===== src/rtl/warp_sched_pkg.sv =====
package warp_sched_pkg;
    localparam int WS_SLOTS       = 32;
    localparam int WS_WARP        = 32;
    localparam int WS_LANES       = 8;
    localparam int WS_BLK_THREADS = 512;
    localparam int WS_BLOCKS      = 8;
endpackage


===== src/rtl/wsc_slot_alloc.sv =====
// Picks the lowest free slots for a new block and counts the free pool.
module wsc_slot_alloc #(
    parameter int NS  = 32,
    parameter int WCW = 5,
    parameter int LCW = 6,
    parameter int WARP = 32,
    localparam int FCW = $clog2(NS + 1)
) (
    input  logic [NS-1:0]           free_mask,
    input  logic [WCW-1:0]          need,
    input  logic [LCW-1:0]          tail_live,
    output logic [NS-1:0]           grant_mask,
    output logic [NS-1:0][LCW-1:0]  grant_live,
    output logic [FCW-1:0]          free_cnt
);
    always_comb begin
        int k;
        int cnt;
        k = 0;
        cnt = 0;
        grant_mask = '0;
        grant_live = '0;
        for (int i = 0; i < NS; i++) begin
            if (free_mask[i]) begin
                cnt = cnt + 1;
                if (k < int'(need)) begin
                    grant_mask[i] = 1'b1;
                    grant_live[i] = (k == int'(need) - 1) ? tail_live : LCW'(WARP);
                    k = k + 1;
                end
            end
        end
        free_cnt = FCW'(cnt);
    end
endmodule


===== src/rtl/wsc_first_free.sv =====
// Lowest-index clear bit finder.
module wsc_first_free #(
    parameter int N = 8,
    localparam int IW = (N > 1) ? $clog2(N) : 1
) (
    input  logic [N-1:0]  busy,
    output logic          found,
    output logic [IW-1:0] idx
);
    always_comb begin
        found = 1'b0;
        idx   = '0;
        for (int i = N - 1; i >= 0; i--) begin
            if (!busy[i]) begin
                found = 1'b1;
                idx   = IW'(i);
            end
        end
    end
endmodule


===== src/rtl/wsc_rr_pick.sv =====
// Round-robin selector: first requester strictly after 'last', wrapping.
module wsc_rr_pick #(
    parameter int N = 32,
    localparam int IW = $clog2(N)
) (
    input  logic [N-1:0]  req,
    input  logic [IW-1:0] last,
    output logic          vld,
    output logic [IW-1:0] idx
);
    always_comb begin
        vld = 1'b0;
        idx = '0;
        for (int k = N; k >= 1; k--) begin
            if (req[(int'(last) + k) % N]) begin
                vld = 1'b1;
                idx = IW'((int'(last) + k) % N);
            end
        end
    end
endmodule


===== src/rtl/wsc_lane_mask.sv =====
// Lane enables for one pass of a warp with 'live' active threads.
module wsc_lane_mask #(
    parameter int LANES = 8,
    parameter int PW    = 2,
    parameter int LCW   = 6
) (
    input  logic [LCW-1:0]   live,
    input  logic [PW-1:0]    pass,
    output logic [LANES-1:0] mask
);
    always_comb begin
        for (int i = 0; i < LANES; i++) begin
            mask[i] = (int'(pass) * LANES + i) < int'(live);
        end
    end
endmodule


===== src/rtl/warp_sched.sv =====
module warp_sched
    import warp_sched_pkg::*;
#(
    parameter int NUM_SLOTS       = WS_SLOTS,
    parameter int WARP            = WS_WARP,
    parameter int LANES           = WS_LANES,
    parameter int MAX_BLK_THREADS = WS_BLK_THREADS,
    parameter int MAX_BLOCKS      = WS_BLOCKS,
    localparam int PASSES    = WARP / LANES,
    localparam int PW        = $clog2(PASSES),
    localparam int SW        = $clog2(NUM_SLOTS),
    localparam int BIW       = $clog2(MAX_BLOCKS),
    localparam int BLK_WARPS = MAX_BLK_THREADS / WARP,
    localparam int WCW       = $clog2(BLK_WARPS + 1),
    localparam int LCW       = $clog2(WARP + 1),
    localparam int LTW       = $clog2(NUM_SLOTS * WARP + 1),
    localparam int FCW       = $clog2(NUM_SLOTS + 1)
) (
    input  logic                 clk,
    input  logic                 rst_n,
    input  logic                 launch_valid,
    input  logic [LTW-1:0]       launch_threads,
    output logic                 launch_ready,
    output logic                 launch_reject,
    output logic [BIW-1:0]       launch_blk,
    input  logic [NUM_SLOTS-1:0] opnd_ready,
    input  logic                 done_valid,
    input  logic [SW-1:0]        done_slot,
    output logic                 issue_valid,
    output logic [SW-1:0]        issue_slot,
    output logic [PW-1:0]        issue_pass,
    output logic [LANES-1:0]     issue_mask,
    output logic                 idle
);
    typedef struct packed {
        logic [NUM_SLOTS-1:0]           slot_used;
        logic [NUM_SLOTS-1:0]           slot_fin;
        logic [NUM_SLOTS-1:0][BIW-1:0]  slot_blk;
        logic [NUM_SLOTS-1:0][LCW-1:0]  slot_live;
        logic [MAX_BLOCKS-1:0]          blk_used;
        logic [MAX_BLOCKS-1:0][WCW-1:0] blk_left;
        logic                           iss_vld;
        logic [SW-1:0]                  iss_slot;
        logic [PW-1:0]                  iss_pass;
        logic [LANES-1:0]               iss_mask;
        logic [SW-1:0]                  last_slot;
    } state_t;

    state_t st_q, st_d;

    // ---------------- launch decode ----------------
    int             need_i;
    int             tail_i;
    logic           oversize;
    logic [WCW-1:0] need;
    logic [LCW-1:0] tail_live;

    always_comb begin
        need_i    = (int'(launch_threads) + WARP - 1) / WARP;
        tail_i    = int'(launch_threads) - WARP * (need_i - 1);
        oversize  = (int'(launch_threads) > MAX_BLK_THREADS) || (launch_threads == '0);
        need      = oversize ? '0 : WCW'(need_i);
        tail_live = oversize ? '0 : LCW'(tail_i);
    end

    logic [NUM_SLOTS-1:0]          grant_mask;
    logic [NUM_SLOTS-1:0][LCW-1:0] grant_live;
    logic [FCW-1:0]                free_cnt;

    wsc_slot_alloc #(
        .NS   (NUM_SLOTS),
        .WCW  (WCW),
        .LCW  (LCW),
        .WARP (WARP)
    ) i_alloc (
        .free_mask  (~st_q.slot_used),
        .need       (need),
        .tail_live  (tail_live),
        .grant_mask (grant_mask),
        .grant_live (grant_live),
        .free_cnt   (free_cnt)
    );

    logic           blk_found;
    logic [BIW-1:0] blk_pick;

    wsc_first_free #(.N(MAX_BLOCKS)) i_blkid (
        .busy  (st_q.blk_used),
        .found (blk_found),
        .idx   (blk_pick)
    );

    logic launch_fire;

    always_comb begin
        launch_reject = launch_valid && oversize;
        launch_ready  = oversize || (blk_found && (int'(need) <= int'(free_cnt)));
        launch_blk    = blk_pick;
        launch_fire   = launch_valid && launch_ready && !oversize;
    end

    // ---------------- warp selection ----------------
    logic [NUM_SLOTS-1:0] done_hot;
    logic [NUM_SLOTS-1:0] cand;
    logic                 pick_vld;
    logic [SW-1:0]        pick_slot;

    always_comb begin
        done_hot = done_valid ? (NUM_SLOTS'(1) << done_slot) : '0;
        cand     = st_q.slot_used & ~st_q.slot_fin & opnd_ready & ~done_hot;
    end

    wsc_rr_pick #(.N(NUM_SLOTS)) i_pick (
        .req  (cand),
        .last (st_q.last_slot),
        .vld  (pick_vld),
        .idx  (pick_slot)
    );

    logic          boundary;
    logic          nx_vld;
    logic [SW-1:0] nx_slot;
    logic [PW-1:0] nx_pass;

    always_comb begin
        boundary = !st_q.iss_vld || (st_q.iss_pass == PW'(PASSES - 1));
        nx_vld   = st_q.iss_vld;
        nx_slot  = st_q.iss_slot;
        nx_pass  = st_q.iss_pass + 1'b1;
        if (boundary) begin
            nx_vld  = pick_vld;
            nx_slot = pick_vld ? pick_slot : st_q.iss_slot;
            nx_pass = '0;
        end
    end

    logic [LANES-1:0] nx_mask;

    wsc_lane_mask #(
        .LANES (LANES),
        .PW    (PW),
        .LCW   (LCW)
    ) i_mask (
        .live (st_q.slot_live[nx_slot]),
        .pass (nx_pass),
        .mask (nx_mask)
    );

    // ---------------- next state ----------------
    logic [BIW-1:0] dblk;

    always_comb begin
        st_d = st_q;
        dblk = st_q.slot_blk[done_slot];

        // retirement; a block leaves the pool when its final warp reports
        if (done_valid) begin
            if (st_q.blk_left[dblk] == WCW'(1)) begin
                for (int i = 0; i < NUM_SLOTS; i++) begin
                    if (st_q.slot_used[i] && (st_q.slot_blk[i] == dblk)) begin
                        st_d.slot_used[i] = 1'b0;
                        st_d.slot_fin[i]  = 1'b0;
                    end
                end
                st_d.blk_used[dblk] = 1'b0;
                st_d.blk_left[dblk] = '0;
            end else begin
                st_d.slot_fin[done_slot] = 1'b1;
                st_d.blk_left[dblk]      = st_q.blk_left[dblk] - 1'b1;
            end
        end

        // launch into free slots (disjoint from anything retired above)
        if (launch_fire) begin
            for (int i = 0; i < NUM_SLOTS; i++) begin
                if (grant_mask[i]) begin
                    st_d.slot_used[i] = 1'b1;
                    st_d.slot_fin[i]  = 1'b0;
                    st_d.slot_blk[i]  = blk_pick;
                    st_d.slot_live[i] = grant_live[i];
                end
            end
            st_d.blk_used[blk_pick] = 1'b1;
            st_d.blk_left[blk_pick] = need;
        end

        // issue pipeline
        st_d.iss_vld  = nx_vld;
        st_d.iss_slot = nx_slot;
        st_d.iss_pass = nx_pass;
        st_d.iss_mask = nx_vld ? nx_mask : '0;
        if (boundary && pick_vld) begin
            st_d.last_slot = pick_slot;
        end
    end

    always_ff @(posedge clk or negedge rst_n) begin
        if (!rst_n) begin
            st_q           <= '0;
            st_q.last_slot <= SW'(NUM_SLOTS - 1);
        end else begin
            st_q <= st_d;
        end
    end

    assign issue_valid = st_q.iss_vld;
    assign issue_slot  = st_q.iss_slot;
    assign issue_pass  = st_q.iss_pass;
    assign issue_mask  = st_q.iss_mask;
    assign idle        = !st_q.iss_vld;

endmodule


===== config.mk =====
export PLATFORM = sky130hd
export DESIGN_NAME = warp_sched
export DESIGN_NICKNAME = d
export VERILOG_FILES = /design/src/rtl/warp_sched_pkg.sv /design/src/rtl/wsc_slot_alloc.sv /design/src/rtl/wsc_first_free.sv /design/src/rtl/wsc_rr_pick.sv /design/src/rtl/wsc_lane_mask.sv /design/src/rtl/warp_sched.sv
export SDC_FILE = /design/constraint.sdc
export NUM_CORES = 2
export LEC_CHECK = 0
export ABC_AREA = 1
export BUFFER_PORTS_ARGS = -buffer_cell sky130_fd_sc_hd__buf_2
export CORE_MARGIN = 1.5
export CORE_UTILIZATION = 48
export DETAILED_ROUTE_END_ITERATION = 10
export PLACE_DENSITY = 0.69
export SYNTH_ARGS = -nofsm -noshare
export SYNTH_HDL_FRONTEND = slang
export SYNTH_SLANG_ARGS = --single-unit

===== constraint.sdc =====
create_clock -name clk -period 72 [get_ports clk]
set_clock_uncertainty 0.05 [all_clocks]
set_input_delay 14.4 -clock clk [delete_from_list [all_inputs] [get_ports clk]]
set_output_delay 14.4 -clock clk [all_outputs]
set_load 0.02 [all_outputs]

==> flow_summary.json <==
{
  "cp.arrival_ps": 63130,
  "initial_core_util_pct": 48.8,
  "crit_path_max_fanout": 15,
  "slew_violations": 0,
  "hpwl_microns": 104000,
  "synth_top_family_by_area": "simple AND/OR/NAND/NOR gates",
  "wl_per_cell_microns": 21.2,
  "synth_warnings": 0,
  "numPortBuffers": 73,
  "synth_top_cell_area_share_pct": 26.9,
  "slew_headroom_pct": 12.6,
  "nets": 5864,
  "fill_cells": 7956,
  "async_flop_share_pct": 100,
  "synth-xor-area-share_pct": 5.45,
  "worstPathRequired_ps": 72450,
  "dieArea_sq_um": 82400,
  "synth_compound_area_share_pct": 19.1,
  "crit_type": "in2reg",
  "cts_tree": "done",
  "die_w_microns": 287,
  "ant_nets": 0,
  "htreeDepth": 2,
  "crit_slowest_cell": "nor3_1",
  "seq_area_sq_um": 10500,
  "ctsRootBufferMaster": "clkbuf_16",
  "fmax_mhz": 16.0,
  "maxCapViolCount": 0,
  "multi_input_area_sq_um": 24600,
  "num_rows": 103,
  "cts-buffers-inserted": 45,
  "critPathLaunchType": "input pin",
  "synth-edff-count": 0,
  "dr.pass1.iters": 6,
  "drt-total-wl_microns": 141000,
  "drt-vias-per-instance": 5.88,
  "grt_pass1_vias": 36000,
  "synth-main-ff-cell": "dfrtp_1",
  "finalInstanceArea_sq_um": 41700,
  "cts.clk_slew.worst_paths_ps": 60,
  "synth_top_cells_by_area": "dfrtp_1, nand2_1, ha_1, o21ai_0, inv_1",
  "synth_cells": 5592,
  "drtIter0Drc": 4536,
  "yosys.area.top_type": "dfrtp_1",
  "grt_max_degree": 181,
  "areaGrowthSynthToFinish_pct": 7.73,
  "ios": 74,
  "rsz0062_at_grt": "false",
  "gr-total-overflow": 0,
  "crit_top_cell": "a21oi_1",
  "ys_types": 80,
  "syn_area_sq_um": 38700,
  "worstMarginPinSlew_ps": 1300,
  "synthSimpleGateAreaFrac_pct": 31.0,
  "drc": 0,
  "grt_pass1_wl_microns": 216000,
  "vias": 39300,
  "fin_tns_setup_ps": 0,
  "cts_max_path_buffers": 3,
  "status": "finished, final reports clean",
  "fin_crit_sh_pct": 87.0,
  "grt.total_usage_pct": 33.8,
  "die_h_microns": 287,
  "setup_violations": 0,
  "yosysMostFrequentCell": "nand2_1",
  "gp_congestion": 1.01,
  "clk_latency_ps": 600,
  "muxShareOfSynthArea_pct": 0.242,
  "synth-seq-area-share_pct": 27.2,
  "syn_area_per_cell_sq_um": 6.93,
  "postCtsHoldBufs": 0,
  "endpoint_kind": "register",
  "slowest_delay_ps": 610,
  "cts_sinks": 421,
  "synth-seq-cells": 421,
  "hp-class": "reg2reg",
  "post_cts_resized": 0,
  "period_minus_slack_ps": 62680,
  "drive_gt1_share_pct": 12.1,
  "cts_setup_buffers": 0,
  "finalHoldViolCount": 0,
  "ys_top_cells_by_count": "nand2_1, inv_1, o21ai_0, nor2_1, dfrtp_1",
  "placed_area_sq_um": 40200,
  "synth-adder-area-share_pct": 7.33,
  "core_area_sq_um": 79400,
  "grt_antenna_before_repair": 16
}
## critical path: cells and delay by family
family | cells | cell delay (ps)
AOI/OAI and AO/OA | 70 | 11480
xor gates and xnor gates | 4 | 860
adders and majority gates | 30 | 8960
buffers and inverters | 49 | 5050
and+or+nand+nor | 132 | 22320
## path summary, 6_finish.rpt
kind | cells after the start | to | from | slack, ps
max in group asynchronous | 3 | st_q[113] | rst_n | 55900
hold reg to reg | 2 | st_q[82] | st_q[82] | 430
setup reg to reg | 279 | st_q[259] | st_q[389] | 23860
setup / recovery | 285 | st_q[259] | launch_threads[4] | 9320
hold / removal | 2 | st_q[82] | st_q[82] | 430
min in group asynchronous | 1 | st_q[412] | rst_n | 13740
## cell usage in the layout (no fill, tap or decap), types with 70 or more instances in the layout
cell type,synthesis,routed
nand2_1,1282,1278
inv_1,642,641
o21ai_0,490,490
nor2_1,446,441
dfrtp_1,416,416
a21oi_1,254,254
nand3_1,243,242
ha_1,227,227
xor2_1,152,149
nand2_2,133,136
nand4_1,112,112
nor3_1,90,90
buf_4,16,83
o31ai_1,77,77
buf_2,2,72
o211ai_1,70,70
## stage by stage
stage,util (%),hold slack [ps],cells,setup slack (ps)
global placement,50.7,412,6588,11000
finish,52.6,431,6674,9320
global route,52.6,452,6674,4200
CTS,52.6,431,6670,9810
floorplan,-,394,5594,14480
detailed placement,50.7,416,6588,9320
## logic make-up after synthesis
logic type               count (synthesis)
other                                    1
XOR/XNOR                               227
AO/OA/AOI/OAI                         1227
adder cells (fa/ha/maj)                227
flip-flops                             421
buffers and inverters                  931
AND/OR/NAND/NOR                       2549
multiplexers                             9
## registers in the layout (all words and copies together) (netlist names)
| signal | cells |
|---|---|
| st_q | 405 |
| issue_pass | 2 |
| issue_mask | 8 |
| issue_slot | 5 |
| issue_valid | 1 |
## per-layer routing
metal	track usage [%]	wire (microns)
met2	51.4	60800
met4	13.2	5930
met3	6.75	14100
met1	47.2	60600
met5	0	81
## final cells by class
cell class	instances	area share, %
Antenna cell	4	0.0240
Clock buffer	64	3.16
Clock inverter	18	0.435
Inverter	717	6.61
Multi-Input combinational cell	4242	58.9
Sequential cell	421	25.3
Tap cell	1050	3.15
Timing Repair Buffer	158	2.49
Power is not shown: default switching activity piles up to over one toggle a cycle in this logic, so the estimate is an artifact.
